===== src/rtl/ceg_pkg.sv =====
package ceg_pkg;
  typedef enum logic [1:0] {
    PATH_BLOCK = 2'd0,
    PATH_HOLD  = 2'd1,
    PATH_OPEN  = 2'd2
  } path_mode_e;
endpackage


===== src/rtl/ceg_path_ctl.sv =====
module ceg_path_ctl import ceg_pkg::*; #(
  parameter int HOLD_CYC = 16
) (
  input  logic       clk,
  input  logic       rst_n,
  input  logic       sys_rst,
  input  logic       ce_in_n,
  input  logic       access_live,
  output path_mode_e mode
);
  localparam int HOLD_W = $clog2(HOLD_CYC + 1);

  logic [HOLD_W-1:0] hold_cnt;

  always_ff @(posedge clk or negedge rst_n) begin
    if (!rst_n) begin
      mode     <= PATH_BLOCK;
      hold_cnt <= '0;
    end else if (!sys_rst) begin
      mode     <= PATH_OPEN;
      hold_cnt <= '0;
    end else begin
      case (mode)
        PATH_OPEN: begin
          if (access_live && !ce_in_n) begin
            mode     <= PATH_HOLD;
            hold_cnt <= HOLD_W'(HOLD_CYC - 1);
          end else begin
            mode <= PATH_BLOCK;
          end
        end
        PATH_HOLD: begin
          if (ce_in_n || hold_cnt == '0) mode <= PATH_BLOCK;
          else hold_cnt <= hold_cnt - 1'b1;
        end
        default: mode <= PATH_BLOCK;
      endcase
    end
  end

  // a closed path never reopens while reset stays active
  a_r4_stay_blocked: assert property (@(posedge clk) disable iff (!rst_n)
    (mode == PATH_BLOCK && sys_rst) |=> (mode == PATH_BLOCK));

  // a hold is only entered from an open path carrying a live access
  a_r3_hold_entry: assert property (@(posedge clk) disable iff (!rst_n)
    $rose(mode == PATH_HOLD) |-> ($past(mode) == PATH_OPEN && !$past(ce_in_n)));

  // the hold counter only moves down, so the hold is bounded
  a_r3_hold_shrinks: assert property (@(posedge clk) disable iff (!rst_n)
    (mode == PATH_HOLD && sys_rst) |=>
      (mode != PATH_HOLD || hold_cnt < $past(hold_cnt)));
endmodule


===== src/rtl/ceg_batt_latch.sv =====
module ceg_batt_latch (
  input  logic clk,
  input  logic rst_n,
  input  logic sys_rst,
  input  logic tmo_win,
  input  logic batt_low,
  output logic batt_bad
);
  logic sys_q;
  logic win_q;
  logic seen_q;

  always_ff @(posedge clk or negedge rst_n) begin
    if (!rst_n) begin
      sys_q    <= 1'b0;
      win_q    <= 1'b0;
      seen_q   <= 1'b0;
      batt_bad <= 1'b0;
    end else begin
      sys_q <= sys_rst;
      win_q <= tmo_win;
      if (sys_rst && !sys_q) begin
        seen_q   <= 1'b0;
        batt_bad <= 1'b0;
      end else if (win_q && !tmo_win) begin
        batt_bad <= seen_q;
        seen_q   <= 1'b0;
      end else if (tmo_win && batt_low) begin
        seen_q <= 1'b1;
      end
    end
  end

  // a fresh reset assertion wipes the battery decision
  a_r7_clear_on_reset: assert property (@(posedge clk) disable iff (!rst_n)
    $rose(sys_rst) |=> !batt_bad);

  // the flag cannot be captured outside the window
  a_r6_window_only: assert property (@(posedge clk) disable iff (!rst_n)
    !tmo_win |=> !$rose(seen_q));
endmodule


===== src/rtl/ceg_pulse_gate.sv =====
module ceg_pulse_gate #(
  parameter int SKIP_PULSE = 2
) (
  input  logic clk,
  input  logic rst_n,
  input  logic path_open,
  input  logic batt_bad,
  input  logic ce_in_n,
  output logic suppress
);
  localparam int CNT_MAX = SKIP_PULSE + 1;
  localparam int CNT_W   = $clog2(CNT_MAX + 1);

  logic             ce_q;
  logic             sup_q;
  logic [CNT_W-1:0] cnt;
  logic             fall_now;
  logic             hit_skip;

  assign fall_now = path_open && ce_q && !ce_in_n;
  assign hit_skip = batt_bad && (cnt == CNT_W'(SKIP_PULSE - 1));
  assign suppress = fall_now ? hit_skip : sup_q;

  always_ff @(posedge clk or negedge rst_n) begin
    if (!rst_n) begin
      ce_q  <= 1'b1;
      sup_q <= 1'b0;
      cnt   <= '0;
    end else begin
      ce_q <= ce_in_n;
      if (!path_open) begin
        sup_q <= 1'b0;
        cnt   <= '0;
      end else if (fall_now) begin
        sup_q <= hit_skip;
        if (cnt != CNT_W'(CNT_MAX)) cnt <= cnt + 1'b1;
      end else if (ce_in_n) begin
        sup_q <= 1'b0;
      end
    end
  end

  // a block only ever starts on the selected pulse
  a_r8_skip_index: assert property (@(posedge clk) disable iff (!rst_n)
    $rose(sup_q) |-> (cnt == CNT_W'(SKIP_PULSE)));

  // a blocked pulse stays blocked while the input stays low
  a_r8_whole_low: assert property (@(posedge clk) disable iff (!rst_n)
    (sup_q && !ce_in_n && path_open) |=> sup_q);

  // the counter saturates instead of wrapping back to the skip index
  a_r9_no_wrap: assert property (@(posedge clk) disable iff (!rst_n)
    (path_open && cnt == CNT_W'(CNT_MAX)) |=> (cnt == CNT_W'(CNT_MAX)));
endmodule


===== src/rtl/ceg_ce_gate.sv =====
module ceg_ce_gate import ceg_pkg::*; #(
  parameter int HOLD_CYC   = 16,
  parameter int SKIP_PULSE = 2
) (
  input  logic clk,
  input  logic rst_n,
  input  logic sys_rst,
  input  logic tmo_win,
  input  logic batt_low,
  input  logic ce_in_n,
  output logic ce_out_n
);
  path_mode_e mode;
  logic       batt_bad;
  logic       suppress;
  logic       access_live;

  assign access_live = (mode == PATH_OPEN) && !ce_out_n;

  ceg_path_ctl #(.HOLD_CYC(HOLD_CYC)) u_path (
    .clk        (clk),
    .rst_n      (rst_n),
    .sys_rst    (sys_rst),
    .ce_in_n    (ce_in_n),
    .access_live(access_live),
    .mode       (mode)
  );

  ceg_batt_latch u_batt (
    .clk     (clk),
    .rst_n   (rst_n),
    .sys_rst (sys_rst),
    .tmo_win (tmo_win),
    .batt_low(batt_low),
    .batt_bad(batt_bad)
  );

  ceg_pulse_gate #(.SKIP_PULSE(SKIP_PULSE)) u_pulse (
    .clk      (clk),
    .rst_n    (rst_n),
    .path_open(mode == PATH_OPEN),
    .batt_bad (batt_bad),
    .ce_in_n  (ce_in_n),
    .suppress (suppress)
  );

  always_comb begin
    case (mode)
      PATH_OPEN: ce_out_n = ce_in_n | suppress;
      PATH_HOLD: ce_out_n = ce_in_n;
      default:   ce_out_n = 1'b1;
    endcase
  end

  // the memory never sees a low the decoder did not request
  a_r1_low_needs_input: assert property (@(posedge clk) disable iff (!rst_n)
    !ce_out_n |-> !ce_in_n);

  // a closed path under reset keeps the output high on the next cycle
  a_r2_closed_high: assert property (@(posedge clk) disable iff (!rst_n)
    (sys_rst && mode == PATH_BLOCK) |=> ce_out_n);
endmodule


===== config.mk =====
export PLATFORM = sky130hd
export DESIGN_NAME = ceg_ce_gate
export DESIGN_NICKNAME = d
export VERILOG_FILES = /design/src/rtl/ceg_pkg.sv /design/src/rtl/ceg_path_ctl.sv /design/src/rtl/ceg_batt_latch.sv /design/src/rtl/ceg_pulse_gate.sv /design/src/rtl/ceg_ce_gate.sv
export SDC_FILE = /design/constraint.sdc
export NUM_CORES = 1
export LEC_CHECK = 0
export BUFFER_PORTS_ARGS = -buffer_cell sky130_fd_sc_hd__buf_2
export CORE_MARGIN = 1
export CORE_UTILIZATION = 50
export CTS_CLUSTER_SIZE = 28
export DETAILED_ROUTE_END_ITERATION = 10
export HOLD_SLACK_MARGIN = 0.03
export MAX_ROUTING_LAYER = met4
export PLACE_DENSITY = 0.82
export SLEW_MARGIN = 5
export SYNTH_ARGS = -nofsm -noshare
export SYNTH_HDL_FRONTEND = slang
export SYNTH_SLANG_ARGS = --single-unit

===== constraint.sdc =====
create_clock -name clk -period 1.64 [get_ports clk]
set_input_delay 0.082 -clock clk [delete_from_list [all_inputs] [get_ports clk]]
set_output_delay 0.082 -clock clk [all_outputs]
set_load 0.005 [all_outputs]

; Word level (Yosys, flattened, before mapping)
; Index checks and enable logic that the tools add are counted.
[totals]
regBits = 15
output_inout_bits = 1
word_cells = 62
in_bits = 6
[op_classes]
reduce_logical = 18
bitwise_logic = 1
n_addsub = 2
n_mux = 21
n_eq_ne = 11
[ops]
columns = cell, count
row1 = 5-bit 2-to-1 mux, 3
row2 = 1-bit 2-to-1 mux, 10
row3 = 2-bit 2-to-1 mux, 5
row4 = 5-bit case mux with 2 select lines, 1
row5 = "3-bit inequality test, second input constant", 3
row6 = 1-bit logical AND, 8
row7 = "2-bit inequality test, second input constant", 3
row8 = 5-bit logical NOT, 1
row9 = "5-bit by 1-bit subtractor with 5-bit output, second input constant", 1
row10 = "2-bit by 1-bit == test with 1-bit output, second input constant", 2
row11 = 1-bit logical NOT, 4
row12 = 2-bit case mux with 2 select lines, 1
row13 = "3-bit by 1-bit inequality test with 1-bit output, second input constant", 1
row14 = "3-bit by 2-bit inequality test with 1-bit output, second input constant", 1
row15 = 3-bit AND reduction, 1
row16 = 3-bit nonzero test, 1
row17 = "2-bit by 1-bit adder with 2-bit output, second input constant", 1
row18 = "2-bit == test, second input constant", 1
row19 = 1-bit case mux with 2 select lines, 1
row20 = 2-bit AND reduction, 1
row21 = 2-bit nonzero test, 1
row22 = 1-bit logical OR, 1
row23 = 1-bit bitwise OR, 1

; Logic depth before layout (Yosys ltp)
; Gate-level depths: netlist of run 1.
[logic_depth]
ltp_word = 12
depth_mapped = 6
mapped_depth_nobuf = 6

; By module
; A second synthesis of run 1 with hierarchy kept.
[hier_totals]
hier_cells = 71
hier_area_um2 = 803.3
[by_module_without_submodules]
columns = module, seq_area_each_um2, cells_per_inst, area_per_inst_um2, n_inst
row1 = ceg_path_ctl, 175.2, 31, 350.3, 1
row2 = ceg_pulse_gate, 101.3, 22, 244.0, 1
row3 = ceg_batt_latch, 100.1, 10, 145.1, 1
row4 = ceg_ce_gate, 0.0, 8, 63.8, 1

; Least setup slack after synthesis of run 1
; OpenSTA, ideal clock, no wires.
[synth_path]
path_kind = reg-to-reg
from = register u_pulse.cnt[0]
to = register u_path.hold_cnt[2]
slack_ns = 0.007
t_arrival_ns = 1.498
stages_incl_launch_ff = 6
period_less_slack_ns = 1.633
n_path_buf = 0
t_required_ns = 1.505
setup_ns = 0.135
path_cell_list = dfrtp_1 ha_1 and3_4 o41a_1 o311ai_1 o31ai_1
[synth_between]
elab_chain_len = 10
[synth_lines]
columns = item, line_no
row1 = from (decl), ceg_pulse_gate.sv:16  ; logic [CNT_W-1:0] cnt;
row2 = from (signal assigned), ceg_pulse_gate.sv:36  ; if (cnt != CNT_W'(CNT_MAX)) cnt <= cnt + 1'b1;
row3 = 2-bit by 1-bit == test with 1-bit output, ceg_pulse_gate.sv:21  ; assign hit_skip = batt_bad && (cnt == CNT_W'(SKIP_PULSE - 1));
row4 = 1-bit logical AND, ceg_pulse_gate.sv:21
row5 = 1-bit 2-to-1 mux, ceg_pulse_gate.sv:22  ; assign suppress = fall_now ? hit_skip : sup_q;
row6 = 1-bit bitwise OR, ceg_ce_gate.sv:49  ; PATH_OPEN: ce_out_n = ce_in_n | suppress;
row7 = 1-bit case mux with 2 select lines, ceg_ce_gate.sv:48  ; case (mode)
row8 = 1-bit logical NOT, ceg_ce_gate.sv:18  ; assign access_live = (mode == PATH_OPEN) && !ce_out_n;
row9 = 1-bit logical AND, ceg_ce_gate.sv:18
row10 = 1-bit logical AND, ceg_path_ctl.sv:25  ; if (access_live && !ce_in_n) begin
row11 = 3-bit inequality test (no source line), -
row12 = 3-bit AND reduction (no source line), -
row13 = to (signal assigned), ceg_path_ctl.sv:27  ; hold_cnt <= HOLD_W'(HOLD_CYC - 1);
row14 = to (signal assigned), ceg_path_ctl.sv:34  ; else hold_cnt <= hold_cnt - 1'b1;
row15 = to (decl), ceg_path_ctl.sv:13  ; logic [HOLD_W-1:0] hold_cnt;
; Every way passes these cells.
; A chain may end at the register's enable or synchronous reset.

; Worst setup path in the final report of run 1
[layout_path]
from = register u_pulse.ce_q
to = register u_path.hold_cnt[0]
[layout_between]
elab_chain_len = 10
[layout_lines]
columns = item, line_no
row1 = from (decl), ceg_pulse_gate.sv:14  ; logic ce_q;
row2 = from (signal assigned), ceg_pulse_gate.sv:30  ; ce_q <= ce_in_n;
row3 = 1-bit logical AND (2 in series), ceg_pulse_gate.sv:20  ; assign fall_now = path_open && ce_q && !ce_in_n;
row4 = 1-bit 2-to-1 mux, ceg_pulse_gate.sv:22
row5 = 1-bit bitwise OR, ceg_ce_gate.sv:49
row6 = 1-bit case mux with 2 select lines, ceg_ce_gate.sv:48
row7 = 1-bit logical NOT, ceg_ce_gate.sv:18
row8 = 1-bit logical AND, ceg_ce_gate.sv:18
row9 = 1-bit logical AND, ceg_path_ctl.sv:25
row10 = 3-bit inequality test (no source line), -
row11 = 3-bit AND reduction (no source line), -
; Every way passes these cells.

==> flow_metrics.py, run 1 <==
metrics = {
    "synthesis": {
        "yosysMostFrequentCell": "dfrtp_1",
        "async_flop_share_pct": 100.0,
        "ys_top_cells_by_count": "dfrtp_1 (14), inv_1 (8), nand2_1 (7)",
        "synth.area.mux_share_pct": 1.218,
        "synth_compound_area_share_pct": 19.03,
        "yosysWarningCount": 0,
        "seq_area_frac_synth_pct": 45.81,
        "synth_nets": 90,
        "synth_area_leaders": "dfrtp_1 (43%), ha_1 (7.6%), inv_1 (3.7%), dfstp_2 (3.2%), nand2_1 (3.2%)",
        "yosys.cell_types.count": 37,
        "ys.flop_type": "dfrtp_1",
        "synth-edff-count": 0,
        "synthAdderAreaFrac_pct": 7.610,
        "synth_seq_cells": 15,
        "netlist_area_um2": 822.0,
        "synthXorXnorAreaFrac_pct": 1.065,
        "synth_area_per_cell_um2": 10.41,
        "yosysTopAreaCellShare_pct": 42.62,
        "postSynthCellCount": 79,
        "synth_area_leader_cell": "dfrtp_1",
        "synth_top_family_by_area": "simple AND/OR/NAND/NOR gates",
        "synthSimpleGateAreaFrac_pct": 20.09,
    },
    "clock_tree": {
        "cts.sinks": 15,
        "clockBufferDepth": 2,
        "clk_latency_ns": 0.29,
        "cts_buffers": 3,
        "cts_root_buf": "clkbuf_4",
        "htreeDepth": 1,
        "cts_tree": "done",
        "path_clk_slew_ns": 0.10,
    },
    "timing": {
        "finalClockSkew_ns": 0.002723,
        "relSlewSlack_pct": 77.79,
        "post-route-period-util_pct": 103.6,
        "min_period_ns": 1.698,
        "layout_setup_ws_ns": -0.05849,
        "hold_viol_final": 0,
        "setup_viol": 4,
        "worst-slew-pin-transition_ns": 0.3304,
        "rsz0062_at_grt": "yes",
        "final_max_slew_viol_count": 0,
        "max_freq_ghz": 0.5888,
    },
    "cells_and_area": {
        "area_growth_pct": 25.11,
        "fin_area_mm2": 0.001028,
        "drive_gt1_share_pct": 31.00,
        "nets": 112,
        "antenna_cells": 0,
        "final_util_pct": 67.49,
    },
    "setup_path": {
        "timing.rr.end": "u_path.hold_cnt[0]",
        "critPathKind": "register to register",
        "r2r-start": "u_pulse.ce_q",
        "ff2ff_setup_slack_ns": -0.06,
        "worstPathCellList": "and2b_1 -> o41a_1 -> buf_4 -> o221a_1",
        "slowest_delay_ns": 0.54,
        "path_buf_inv": 1,
        "crit_slowest_cell": "dfstp_2",
        "critPathTopFamily": "compound AO/OA/AOI/OAI gates",
        "cp.required_ns": 1.82,
        "cp-start-kind": "register",
        "cp_data_arrival_time_ns": 1.88,
        "crit_fanout": 4,
        "r2r_cells": 4,
        "cp-end-kind": "register",
    },
    "global_routing": {
        "grt_use_total_pct": 21.34,
        "grt-ovfl-total": 0,
        "antenna_found_initial": 0,
        "grt_max_degree": 16,
        "grt_pass1_vias": 665,
        "grt_pass1_wl_mm": 2.766,
    },
    "place": {
        "hpwl_mm": 1.167,
        "place_congestion": 0.8636,
        "io_buffers": 6,
        "place_area_um2": 912.1,
        "pre_cts_ws_ns": -0.04762,
    },
    "min_path": {
        "whs_path_depth": 3,
        "min-delay-start": "batt_low",
        "min_path_type": "primary input to register",
        "hold_end": "u_batt.seen_q",
    },
    "floorplanning": {
        "die_h_um": 42.55,
        "core_area_mm2": 0.001524,
        "die_w_um": 42.55,
        "fp-row-count": 14,
        "start_util_pct": 53.94,
        "io_pins": 7,
        "die_area_mm2": 0.001810,
    },
    "job": {
        "max_cap_violations": 0,
    },
    "pwr": {
        "peakVddDrop_v": 0.0004970,
        "power_leakage_nw": 0.5112,
        "p_per_area_mw_per_mm2": 769.3,
    },
    "drt": {
        "drt_first_pass_iters": 4,
        "viasPerCell": 5.888,
        "wire_per_inst_um": 14.47,
        "drc": 0,
        "drt_iter0_drc": 17,
        "ant_nets": 0,
        "wl_mm": 1.678,
        "vias": 683,
    },
    "status": {
        "violations": "setup timing",
        "status": "complete, but fails checks",
    },
}
tightest hold or removal path: stages:
cell and delay (ns):
buf_2 0.08, o21ai_0 0.07, a21oi_1 0.12
kinds of logic after synthesis:
logic type | count (synthesis)
flops | 15
xor+xnor | 1
mux | 1
fa+ha+maj | 5
buf+inv | 11
simple gates | 26
compound gates | 20
per-stage QoR:
step	cells	TNS, ns	power [W]	hold WS [ns]
global placement	105	-0.02396	0.0005475	0.001548
floorplan	79	0	0.0004988	-0.2136
detailed placement	105	-0.08438	0.0005539	0.005100
finish	116	-0.1870	0.0007912	0.09812
CTS	114	-0.08478	0.0007849	0.09993
global route	116	-0.3596	0.0008221	0.1175
metal layers:
metal / GRT usage [%] / up-vias / wire [um]
li1: - / 323 / -
met1: 26.12 / 332 / 742
met2: 34.46 / 20 / 809
met3: 2.586 / 8 / 77
met4: 11.25 / 0 / 49
met5: - / - / 0
final cells by class:
type                    count  area, um2
flip-flops and latches     15      376.6
multi-input cells          53      429.2
clock buffers               3      22.52
repair buffers             20      145.1
clock inverters             1      5.005
inverters                   8      30.03
well taps                  16      20.02
fillers                   126      495.5
worst max-delay path by stage:
| stage | start | to | slack, ns | cells past startpoint |
|---|---|---|---|---|
| after floorplan | u_pulse.cnt[0] | u_path.hold_cnt[2] | 0.007 | 5 |
| after global placement | u_path.mode[0] | u_path.hold_cnt[2] | -0.02 | 5 |
| after detailed placement | u_path.mode[0] | u_path.hold_cnt[2] | -0.05 | 5 |
| after CTS | u_pulse.cnt[0] | u_path.hold_cnt[2] | -0.04 | 5 |
| after global routing | u_pulse.ce_q | u_path.hold_cnt[2] | -0.1 | 4 |
| final | u_pulse.ce_q | u_path.hold_cnt[0] | -0.06 | 4 |
repair_timing:
item,CTS,global route
endpoints found under the hold margin,18,0
buffers inserted,1,2
setup endpoints to repair,5,6
gates resized for setup,3,1
hold buffers,4,0
pin swaps,1,1
power breakdown:
| group | internal, W | total, W | switching (W) |
|---|---|---|---|
| clock | 0.0000907 | 0.000220 | 0.000129 |
| sequential | 0.000394 | 0.000410 | 0.0000167 |
| combinational | 0.0000845 | 0.000161 | 0.0000769 |
| total | 0.000569 | 0.000791 | 0.000222 |
placed cells by master, fill, tap and decap left out, drive strengths merged, types with 3 or more instances in the layout:
master	n
ha	5
dlygate4sd3	4
clkbuf	3
a21oi	4
dfrtp	14
buf	16
nand2	8
inv	8
sequential cells by signal, indices dropped and copies added (netlist names):
register         cells
u_batt.seen_q        1
u_path.hold_cnt      5
u_batt.sys_q         1
u_pulse.cnt          2
u_path.mode          2
u_batt.batt_bad      1
u_pulse.ce_q         1
u_batt.win_q         1
u_pulse.sup_q        1
Note: power is estimated with default switching activity, not from simulation.
==> inputs of run 2 (changes only) <==
Settings changed: HOLD_SLACK_MARGIN 0.03 to default.
Clock period 1.64 ns to 1.5 ns, I/O delays scaled along.
==> run 2 against run 1 <==
First-iteration DRC count up 94%. The flow still finishes with violations (setup timing). Critical path depth did not move. Final cell count increased by 9.5%. Worst hold slack better by 0.019 ns. Sequential power increased by 8.5%. Fmax down 0.11%. Clock-buffer cell count stayed put. Worst setup slack got worse by 0.14 ns.
==> flow_metrics.py, run 2 (same netlist as run 1, synthesis figures left out) <==
metrics = {
    "drt": {
        "ant_nets": 0,
        "drt_first_pass_iters": 4,
        "wire_per_inst_um": 14.13,
        "viasPerCell": 5.661,
        "vias": 719,
        "drc": 0,
        "drt_iter0_drc": 33,
        "wl_mm": 1.795,
    },
    "setup_path": {
        "critPathKind": "register to register",
        "cp_data_arrival_time_ns": 1.86,
        "cp-start-kind": "register",
        "r2r_cells": 4,
        "cp-end-kind": "register",
        "cp.required_ns": 1.66,
        "ff2ff_setup_slack_ns": -0.20,
        "crit_fanout": 4,
    },
    "floorplanning": {
        "start_util_pct": 53.94,
        "die_h_um": 42.55,
        "die_w_um": 42.55,
        "io_pins": 7,
        "fp-row-count": 14,
        "core_area_mm2": 0.001524,
        "die_area_mm2": 0.001810,
    },
    "cells_and_area": {
        "fillers": 90,
        "reg.largest.list": "u_path.hold_cnt: 5 flops, u_path.mode: 2 flops, u_pulse.cnt: 2 flops",
        "layout_common_cells": "buf_4 (20), dfrtp_1 (14), inv_1 (7), nand2_1 (7), buf_2 (6)",
        "drive_gt1_share_pct": 42.34,
        "largest_reg_flops": 5,
        "final_common_cell": "buf_4",
        "antenna_cells": 0,
        "area_growth_pct": 38.66,
        "nets": 123,
        "top_register": "u_path.hold_cnt",
    },
    "status": {
        "status": "complete, but fails checks",
        "violations": "setup timing",
    },
    "timing": {
        "rsz0062_at_grt": "yes",
        "max_freq_ghz": 0.5881,
        "relSlewSlack_pct": 77.22,
        "finalClockSkew_ns": 0.003195,
        "post-route-period-util_pct": 113.4,
        "tns_ns": -0.9604,
        "layout_setup_ws_ns": -0.2003,
        "holdWs_ns": 0.1174,
        "setup_viol": 7,
        "min_period_ns": 1.700,
        "worst-slew-pin-transition_ns": 0.3418,
        "final_max_slew_viol_count": 0,
        "hold_viol_final": 0,
    },
    "pwr": {
        "p_per_area_mw_per_mm2": 769.8,
        "power_leakage_nw": 0.5689,
        "peakVddDrop_v": 0.0004904,
    },
    "global_routing": {
        "grt-ovfl-total": 0,
        "grt_pass1_vias": 677,
        "grt_use_total_pct": 21.36,
        "grt_pass1_wl_mm": 2.856,
        "grt_max_degree": 16,
        "antenna_found_initial": 0,
    },
    "clock_tree": {
        "path_clk_slew_ns": 0.10,
        "cts_buffers": 3,
        "cts_root_buf": "clkbuf_4",
        "cts.sinks": 15,
        "clockBufferDepth": 2,
        "clk_latency_ns": 0.28,
        "htreeDepth": 1,
        "cts_tree": "done",
    },
    "place": {
        "place_congestion": 0.8370,
        "io_buffers": 6,
        "hpwl_mm": 1.206,
        "pre_cts_ws_ns": -0.2202,
    },
    "min_path": {
        "min_path_type": "primary input to register",
        "whs_path_depth": 3,
    },
    "job": {
        "max_cap_violations": 0,
    },
}
==> run 2: cell types whose count changed in the layout (fill, tap and decap cells not counted), sizes merged <==
cell  previous run  this run
buf             16        27
==> run 2: worst paths after layout <==
check                              from                 end
max                        u_pulse.ce_q  u_path.hold_cnt[2]
min                            batt_low       u_batt.seen_q
max reg2reg                u_pulse.ce_q  u_path.hold_cnt[2]
min reg2reg                u_batt.sys_q     u_batt.batt_bad
max in group asynchronous         rst_n        u_pulse.ce_q
min in group asynchronous         rst_n  u_path.hold_cnt[3]
==> run 2: power breakdown <==
part | internal (W) | switching (W) | total (W)
Sequential | 0.000430 | 0.0000151 | 0.000445
Clock | 0.0000987 | 0.000132 | 0.000231
Combinational | 0.000105 | 0.0000961 | 0.000201
==> run 2: cell type report <==
cell class | count | area (um2) | area share (%)
well taps | 16 | 20.02 | 1.756
multi-input cells | 53 | 454.2 | 39.85
inverters | 8 | 30.03 | 2.634
repair buffers | 31 | 231.5 | 20.31
clock inverters | 1 | 5.005 | 0.4391
flip-flops and latches | 15 | 376.6 | 33.04
clock buffers | 3 | 22.52 | 1.976
==> run 2: critical path, stage by stage, from the launching register on <==
cell and delay, ns:
dfstp_2 0.54, and2b_1 0.20, o41a_1 0.46, o311ai_1 0.27, o31ai_1 0.11
==> run 2: metrics by stage <==
step,util (%),std cells,power (W),instance area (um2)
2_1_floorplan,-,79,0.0005453,822.0
3_3_place_gp,64.29,114,0.0006101,979.7
3_5_place_dp,64.29,114,0.0006170,979.7
4_1_cts,70.36,122,0.0008557,1072
5_1_grt,74.79,127,0.0009260,1140
6_report,74.79,127,0.0008775,1140
==> run 2: metal layers <==
layer / vias up / share of wire, % / track usage, %
met1: 348 / 45 / 28.61
li1: 345 / - / -
met4: 0 / 0.56 / 3.750
met3: 2 / 3.6 / 3.879
met2: 24 / 51 / 34.46
met5: - / 0 / -
==> run 2: repair_timing <==
item,CTS,global route
resized for setup,6,6
pin swaps,3,6
hold endpoints to repair,17,1
buffers inserted,1,4
hold buffers,3,1
setup endpoints to repair,7,8
